### config.mk
export PLATFORM = sky130hd
export DESIGN_NAME = boundsOvfTrap
export DESIGN_NICKNAME = d
export VERILOG_FILES = /design/src/rtl/trapPkg.sv /design/src/rtl/trapCtrl.sv /design/src/rtl/trapDatapath.sv /design/src/rtl/boundsOvfTrap.sv
export SDC_FILE = /design/constraint.sdc
export NUM_CORES = 1
export LEC_CHECK = 0
export BUFFER_PORTS_ARGS = -buffer_cell sky130_fd_sc_hd__buf_2
export CORE_MARGIN = 2
export CORE_UTILIZATION = 40
export DETAILED_ROUTE_END_ITERATION = 10
export PLACE_DENSITY = 0.77
export SYNTH_ARGS = -nofsm -noshare
export SYNTH_HDL_FRONTEND = slang
export SYNTH_SLANG_ARGS = --single-unit
### constraint.sdc
create_clock -name clk -period 5.6 [get_ports clk]
set_clock_uncertainty 0.15 [all_clocks]
set_input_delay 0.84 -clock clk [delete_from_list [all_inputs] [get_ports clk]]
set_output_delay 0.84 -clock clk [all_outputs]
set_load 0.02 [all_outputs]
### src/rtl/trapPkg.sv
package trapPkg;
  typedef enum logic {
    OP_BOUNDS   = 1'b0,
    OP_OVERFLOW = 1'b1
  } opKind_e;

  typedef struct packed {
    logic load;
    logic selBounds;
    logic selOverflow;
  } trapStrobes_t;
endpackage

### src/rtl/trapCtrl.sv
module trapCtrl
  import trapPkg::*;
(
  input  logic         clk,
  input  logic         rstN,
  input  logic         inValid,
  input  logic         opSel,
  output trapStrobes_t strobes,
  output logic         doneQ
);
  always_comb begin
    strobes             = '0;
    strobes.load        = inValid;
    strobes.selBounds   = inValid && (opKind_e'(opSel) == OP_BOUNDS);
    strobes.selOverflow = inValid && (opKind_e'(opSel) == OP_OVERFLOW);
  end

  always_ff @(posedge clk) begin
    if (!rstN) doneQ <= 1'b0;
    else       doneQ <= strobes.load;
  end
endmodule

### src/rtl/trapDatapath.sv
module trapDatapath
  import trapPkg::*;
#(
  parameter int unsigned DATA_W     = 16,
  parameter int unsigned TYPE_W     = 8,
  parameter int unsigned BOUND_TYPE = 5,
  parameter int unsigned OVF_TYPE   = 4
) (
  input  logic              clk,
  input  logic              rstN,
  input  trapStrobes_t      strobes,
  input  logic [DATA_W-1:0] testVal,
  input  logic [DATA_W-1:0] lowLimit,
  input  logic [DATA_W-1:0] highLimit,
  input  logic              ovFlag,
  output logic              trapQ,
  output logic [TYPE_W-1:0] typeQ
);
  localparam logic [TYPE_W-1:0] BOUND_CODE = TYPE_W'(BOUND_TYPE);
  localparam logic [TYPE_W-1:0] OVF_CODE   = TYPE_W'(OVF_TYPE);

  logic              belowLow;
  logic              aboveHigh;
  logic              boundsHit;
  logic              trapNext;
  logic [TYPE_W-1:0] typeNext;

  always_comb begin
    belowLow  = $signed(testVal) < $signed(lowLimit);
    aboveHigh = $signed(testVal) > $signed(highLimit);
    boundsHit = belowLow || aboveHigh;
    trapNext  = (strobes.selBounds && boundsHit) || (strobes.selOverflow && ovFlag);
    if (!trapNext)              typeNext = '0;
    else if (strobes.selBounds) typeNext = BOUND_CODE;
    else                        typeNext = OVF_CODE;
  end

  always_ff @(posedge clk) begin
    if (!rstN) begin
      trapQ <= 1'b0;
      typeQ <= '0;
    end else if (strobes.load) begin
      trapQ <= trapNext;
      typeQ <= typeNext;
    end else begin
      trapQ <= 1'b0;
      typeQ <= '0;
    end
  end
endmodule

### src/rtl/boundsOvfTrap.sv
module boundsOvfTrap
  import trapPkg::*;
#(
  parameter int unsigned DATA_W     = 16,
  parameter int unsigned TYPE_W     = 8,
  parameter int unsigned BOUND_TYPE = 5,
  parameter int unsigned OVF_TYPE   = 4
) (
  input  logic              clk,
  input  logic              rstN,
  input  logic              inValid,
  input  logic              opSel,
  input  logic [DATA_W-1:0] testVal,
  input  logic [DATA_W-1:0] lowLimit,
  input  logic [DATA_W-1:0] highLimit,
  input  logic              ovFlag,
  output logic              outDone,
  output logic              outTrap,
  output logic [TYPE_W-1:0] outType,
  output logic              outNop
);
  trapStrobes_t strobes;
  logic         doneQ;
  logic         trapQ;

  trapCtrl u_ctrl (
    .clk     (clk),
    .rstN    (rstN),
    .inValid (inValid),
    .opSel   (opSel),
    .strobes (strobes),
    .doneQ   (doneQ)
  );

  trapDatapath #(
    .DATA_W     (DATA_W),
    .TYPE_W     (TYPE_W),
    .BOUND_TYPE (BOUND_TYPE),
    .OVF_TYPE   (OVF_TYPE)
  ) u_dp (
    .clk       (clk),
    .rstN      (rstN),
    .strobes   (strobes),
    .testVal   (testVal),
    .lowLimit  (lowLimit),
    .highLimit (highLimit),
    .ovFlag    (ovFlag),
    .trapQ     (trapQ),
    .typeQ     (outType)
  );

  assign outDone = doneQ;
  assign outTrap = trapQ;
  assign outNop  = doneQ && !trapQ;
endmodule

# ---- After elaboration in Yosys (flattened, before gate mapping)
# Index checks and enable logic that the tools add are counted.
dict set report word_totals {
  ff_bits 10
  input_bits 53
  output_inout_bits 11
  wordCells 17
}
dict set report op_classes {
  magnitude_cmp 2
  n_mux 1
  n_bitwise 1
  n_reduce_logical 10
}
# op count
set ops {}
lappend ops {{16-bit greater-than comparator} 1}
lappend ops {{16-bit < comparator} 1}
lappend ops {{1-bit logical AND} 5}
lappend ops {{3-bit AND reduction} 1}
lappend ops {{1-bit logical OR} 2}
lappend ops {{2-bit AND reduction} 1}
lappend ops {{1-bit logical NOT} 1}
lappend ops {{1-bit two-way mux} 1}
lappend ops {{1-bit inverter} 1}

# ---- Depth between registers and ports, before layout
dict set report logic_depth {
  depth_word 5
  ltp_mapped 8
  depth_no_buf 8
}

# ---- Cells and area by module
# Synthesis repeated with hierarchy kept, for this count alone.
dict set report unflattened {
  hier_cells 132
  area_unflattened_um2 1023.5
}
# module n_inst cells_per_inst area_per_inst_um2 seq_area_each_um2
set by_module_without_submodules {}
lappend by_module_without_submodules {trapDatapath 1 126 959.7 60.1}
lappend by_module_without_submodules {trapCtrl 1 5 50.0 20.0}
lappend by_module_without_submodules {boundsOvfTrap 1 1 13.8 0.0}

# ---- Least setup slack after synthesis
# OpenSTA, ideal clock, no wires.
dict set report synth_path {
  path_type {input port to flip-flop}
  start {input highLimit[11]}
  end {register u_dp.trapQ}
  setup_time_ns 0.091
  arrival_ns 2.513
  setup_slack_ns 2.846
  cell_stages 8
  n_path_buf 0
  cell_sequence {inv_1 ha_1 a21oi_1 nor2_1 or3_1 a211oi_1 mux2_2 a311oi_1}
}
dict set report synth_via {
  elab_chain_len 4
}
# item line_no
set synth_rtl {}
lappend synth_rtl {{from (decl)} boundsOvfTrap.sv:15} ;# input logic [DATA_W-1:0] highLimit,
lappend synth_rtl {{16-bit greater-than comparator} trapDatapath.sv:30} ;# aboveHigh = $signed(testVal) > $signed(highLimit);
lappend synth_rtl {{1-bit logical OR} trapDatapath.sv:31} ;# boundsHit = belowLow || aboveHigh;
lappend synth_rtl {{1-bit logical AND} trapDatapath.sv:32} ;# trapNext = (strobes.selBounds && boundsHit) || (strobes.selOverflow && ovFlag);
lappend synth_rtl {{1-bit logical OR} trapDatapath.sv:32}
lappend synth_rtl {{to (signal assigned)} trapDatapath.sv:43} ;# trapQ <= trapNext;
lappend synth_rtl {{to (decl)} trapDatapath.sv:16} ;# output logic trapQ,
# Every way passes these cells.
# A chain may end at the register's enable or synchronous reset.

# ---- Worst setup path after layout
dict set report layout_path {
  start {input testVal[11]}
  end {register u_dp.typeQ[2]}
}
dict set report layout_via {
  elab_chain_len 5
  elab_cells_between_ends 6
}
# item line_no
set layout_rtl {}
lappend layout_rtl {{from (decl)} boundsOvfTrap.sv:13} ;# input logic [DATA_W-1:0] testVal,
lappend layout_rtl {{16-bit < comparator / 16-bit greater-than comparator (equally long branches)} {trapDatapath.sv:29, trapDatapath.sv:30}}
lappend layout_rtl {{1-bit logical OR (*)} trapDatapath.sv:31}
lappend layout_rtl {{1-bit logical AND (*)} trapDatapath.sv:32}
lappend layout_rtl {{1-bit logical OR (*)} trapDatapath.sv:32}
lappend layout_rtl {{3-bit AND reduction (no source line) (*)} n/a}
lappend layout_rtl {{to (signal assigned)} trapDatapath.sv:44} ;# typeQ <= typeNext;
lappend layout_rtl {{to (decl)} trapDatapath.sv:17} ;# output logic [TYPE_W-1:0] typeQ
# Every way passes the cells marked *; elsewhere a longest branch is shown, timed or not.

==> results.md <==
- The register share of total power is 20.3%.
- In the routed layout, each cell is associated on average with a via count of 4.790.
- The final count of pins violating max slew is 0.
- CTS built an H-tree with a depth of 1.
- The first global-routing pass estimated 3615 µm of wire.
- The area of the die is 2878 µm².
- The number of gates given a new drive strength after cts is 0.
- The number of global-route vias before repair is 993.
- CTS placed an instance of clkbuf_4 at the clock tree root.
- At the end of the flow, the number of nets in the layout was 277.
- For this run, the register share of the synthesized area comes to 8.122%.
- The effective utilization at floorplan is 43.32%.
- The switching power is 0.05775 mW.
- The clock net in this run drives a total of 4 sinks.
- Global routing finished with a remaining overflow of 0.
- The worst setup path is captured at a flip-flop.
- The number of iterations in the first detailed-routing pass is 4.
- The filler-free cell count of the finished design is 219.
- In this run the remaining antenna-violating nets after routing total 0.
- Clock-pin slew was measured on the worst setup and hold paths at 0.04 ns.
- The number of buffers inserted by hold repair at cts is 0.
- Synthesis handed over a netlist of 132 instances.
- The core region is 2276 µm².
- The tool flagged a number of max-cap violations equal to 0.
- In this run the most critical hold path is launched from opSel.
- The number of setup violations in the final report is 0.
- The congestion estimate from routability-driven global placement came to 0.8266.
- For this run, the total global-route usage over all layers was measured as 17.19%.
- The routed design could run at a clock period as short as 2.791 ns.
- The number of storage elements in the synthesis netlist is 4.
- The Yosys step of the flow raised 0 warnings.
- The part of the total power dissipated in combinational logic is 55.1%.
- The ratio of cells with drive above 1 in the final layout is 33.51%.
- The floorplan step set the die width to 53.65 µm.
- For this design the ratio of total power to cell area is 116.5 nW/µm².
- In this run the worst path has a maximum fanout of 3.
- Clock tree synthesis inserted a total of 3 buffers.
- Along the worst hold path, the cell count comes to 2.
- The routed design has 2255 µm of wire.
- The arrival time of the worst setup path is 2.78 ns.
- Once detailed placement completed, the half-perimeter wirelength came to 2101 µm.
- The biggest area contributor in the post-synthesis netlist is ha_1.
- The flow ran to the end, and the final reports show no timing, DRC or antenna violations.
- The number of antenna violations at the first check in global routing is 0.
- The count of standard-cell rows is 17.
- The detail-routed net length per standard cell is 10.30 µm.
- The peak-usage layer in the global routing report is met2.
- For the worst setup path, the data required time is 5.59 ns.
- From bottom edge to top edge, the die measures 53.65 µm.
- The top achievable clock speed is 358.3 MHz.
- The setup path with the least slack is of type in2reg.
- Entering global routing, the biggest net connects 5 pins.
- After synthesis, the mean cell area works out to 7.469 µm².
- The repair_antennas step left the layout with diodes totalling 0.
- The kind of start point of the critical path is an input pin.
- For this run, design rule violations remaining after detail routing come to 0.
- Input and output buffers added on the ports amount to 57.
- After the first detailed-routing iteration, the DRC count stood at 9.
- The top cell type's share of synthesized area is 39.34%.
- The number of hold violations in the final report is 0.
- Cell internal power was estimated by the tool at 0.09397 mW.
- Summed over all failing endpoints, the final setup total negative slack is 0 ns.
- For this block, the via count after detailed routing is 1049.
- The hold path endpoint is u_dp.typeQ[0].
- The post-synthesis cell type count is 27.
- The switching share of total power is 38.06%.
- In this run the cell area of the synthesized design comes to 985.9 µm².
- The number of top-level pins is 64.
- Global routing consumed, on the met2 layer, 33.54% of the routing resources.
- No sink is reached through more buffers than the 2 on the longest clock path.
- The type of the tightest min-delay check is in2reg.
- The post-CTS setup buffer count is 0.
- The worst-case vdd ir drop is 0.09006 mV.
- The met3 track demand over resource is 1.944%.
- Ranked by total cell area, the synthesized netlist is headed by ha_1 39%, inv_1 13%, dfxtp_1 8.1%.
- The met1 demand-to-capacity share in global routing is 18.17%.
- The number of cells after detailed placement is 216.
- After layout, the worst path uses 49.83% of the clock period.
- The clock tree from TritonCTS is built.
- The area growth from synthesis to layout is 32.11%.
- The clock network fraction of design power is 24.6%.
- Setup repair after global routing left no endpoint under its margin.
- For this design the static power due to leakage is 0.8379 nW.
==> layer usage <==
metal,vias to the layer above,wire [µm]
li1,557,-
met1,445,891
met3,3,173
met2,44,1164
met5,-,0
met4,0,25
==> critical path, stage by stage <==
cell and delay [ns]:
buf_2 0.11, ha_1 0.33, a21oi_1 0.17, nor2_1 0.05, or3_1 0.35, a211oi_1 0.24, mux2_2 0.39, a311oi_1 0.29
==> power by group through the flow <==
stage                     Combinational (mW)  Sequential, mW  Clock, mW
final                                 0.0836          0.0308     0.0373
after global placement                0.0804          0.0313          0
after CTS                             0.0845          0.0309     0.0371
after detailed placement              0.0842          0.0313          0
after floorplan                       0.0526          0.0334          0
after global routing                  0.0962          0.0310     0.0383
==> through the flow <==
stage	power [mW]	worst slack (ns)	util [%]	instance area (µm²)	hold WS, ns
after detailed placement	0.1155	2.568	56.24	1280	0.8733
after global routing	0.1654	2.754	57.23	1303	0.6371
final	0.1517	2.809	57.23	1303	0.6260
after global placement	0.1117	2.671	56.24	1280	0.8712
after CTS	0.1526	2.809	57.23	1303	0.6287
after floorplan	0.08602	2.846	-	1005	0.7628
==> state kept, by name (all words and copies together) (netlist names) <==
register,flops
u_dp.trapQ,1
u_ctrl.doneQ,1
u_dp.typeQ,2
==> layout make-up <==
class / count / area (µm²)
Multi-Input combinational cell: 93 / 752.0
Timing Repair Buffer: 57 / 285.3
Tap cell: 28 / 35.03
Sequential cell: 4 / 80.08
Fill cell: 222 / 973.4
Inverter: 34 / 127.6
Clock buffer: 3 / 22.52
==> layout by cell type, fill, tap and decap left out, drive strengths merged <==
cell	instances
a21o	3
dfxtp	4
nand3b	1
nor3	2
a2111oi	1
o21bai	1
o21a	1
nor2b	1
buf	57
nor2	3
a311oi	2
a211oi	4
ha	31
nand2b	1
nand4	6
mux2	2
nand3	2
o21ai	2
conb	6
nand2	11
nor4	1
inv	34
clkbuf	3
or3	1
a21oi	10
a31o	1
==> cells by family (layout without fill, tap and decap cells) <==
family,after synthesis,in the layout,share of synthesized area (%)
DFF,4,4,8.122
muxes,2,2,2.284
other,1,6,0.3803
buffers and inverters,40,94,17.51
adders and majority gates,31,31,39.34
and+or+nand+nor,29,29,15.86
AOI/OAI and AO/OA,25,25,16.50
==> synth_stat cells <==
cell type   n
nand3_1     2
buf_4       6
nand2b_1    1
mux2_2      2
o21a_1      1
or3_1       1
o21ai_0     2
o21bai_1    1
nor3_1      2
nand4_1     5
a31o_1      1
nand2_1    10
nand3b_1    1
conb_1      1
nor4_1      1
a2111oi_0   1
a21o_1      3
a311oi_1    2
a211oi_1    4
ha_1       31
a21oi_1    10
inv_1      34
nor2_1      3
dfxtp_1     4
nor2b_1     1
nand2_4     1
nand4_2     1
==> worst max-delay path by stage <==
stage | depth (start not counted) | end | slack [ns] | from
2_1_floorplan | 8 | u_dp.trapQ | 2.85 | highLimit[11]
3_3_place_gp | 8 | u_dp.trapQ | 2.67 | testVal[11]
3_5_place_dp | 8 | u_dp.typeQ[2] | 2.57 | testVal[11]
4_1_cts | 8 | u_dp.typeQ[2] | 2.81 | testVal[11]
5_1_grt | 8 | u_dp.typeQ[2] | 2.75 | testVal[13]
6_report | 8 | u_dp.typeQ[2] | 2.81 | testVal[11]
Power figures use the tool's default switching activity.
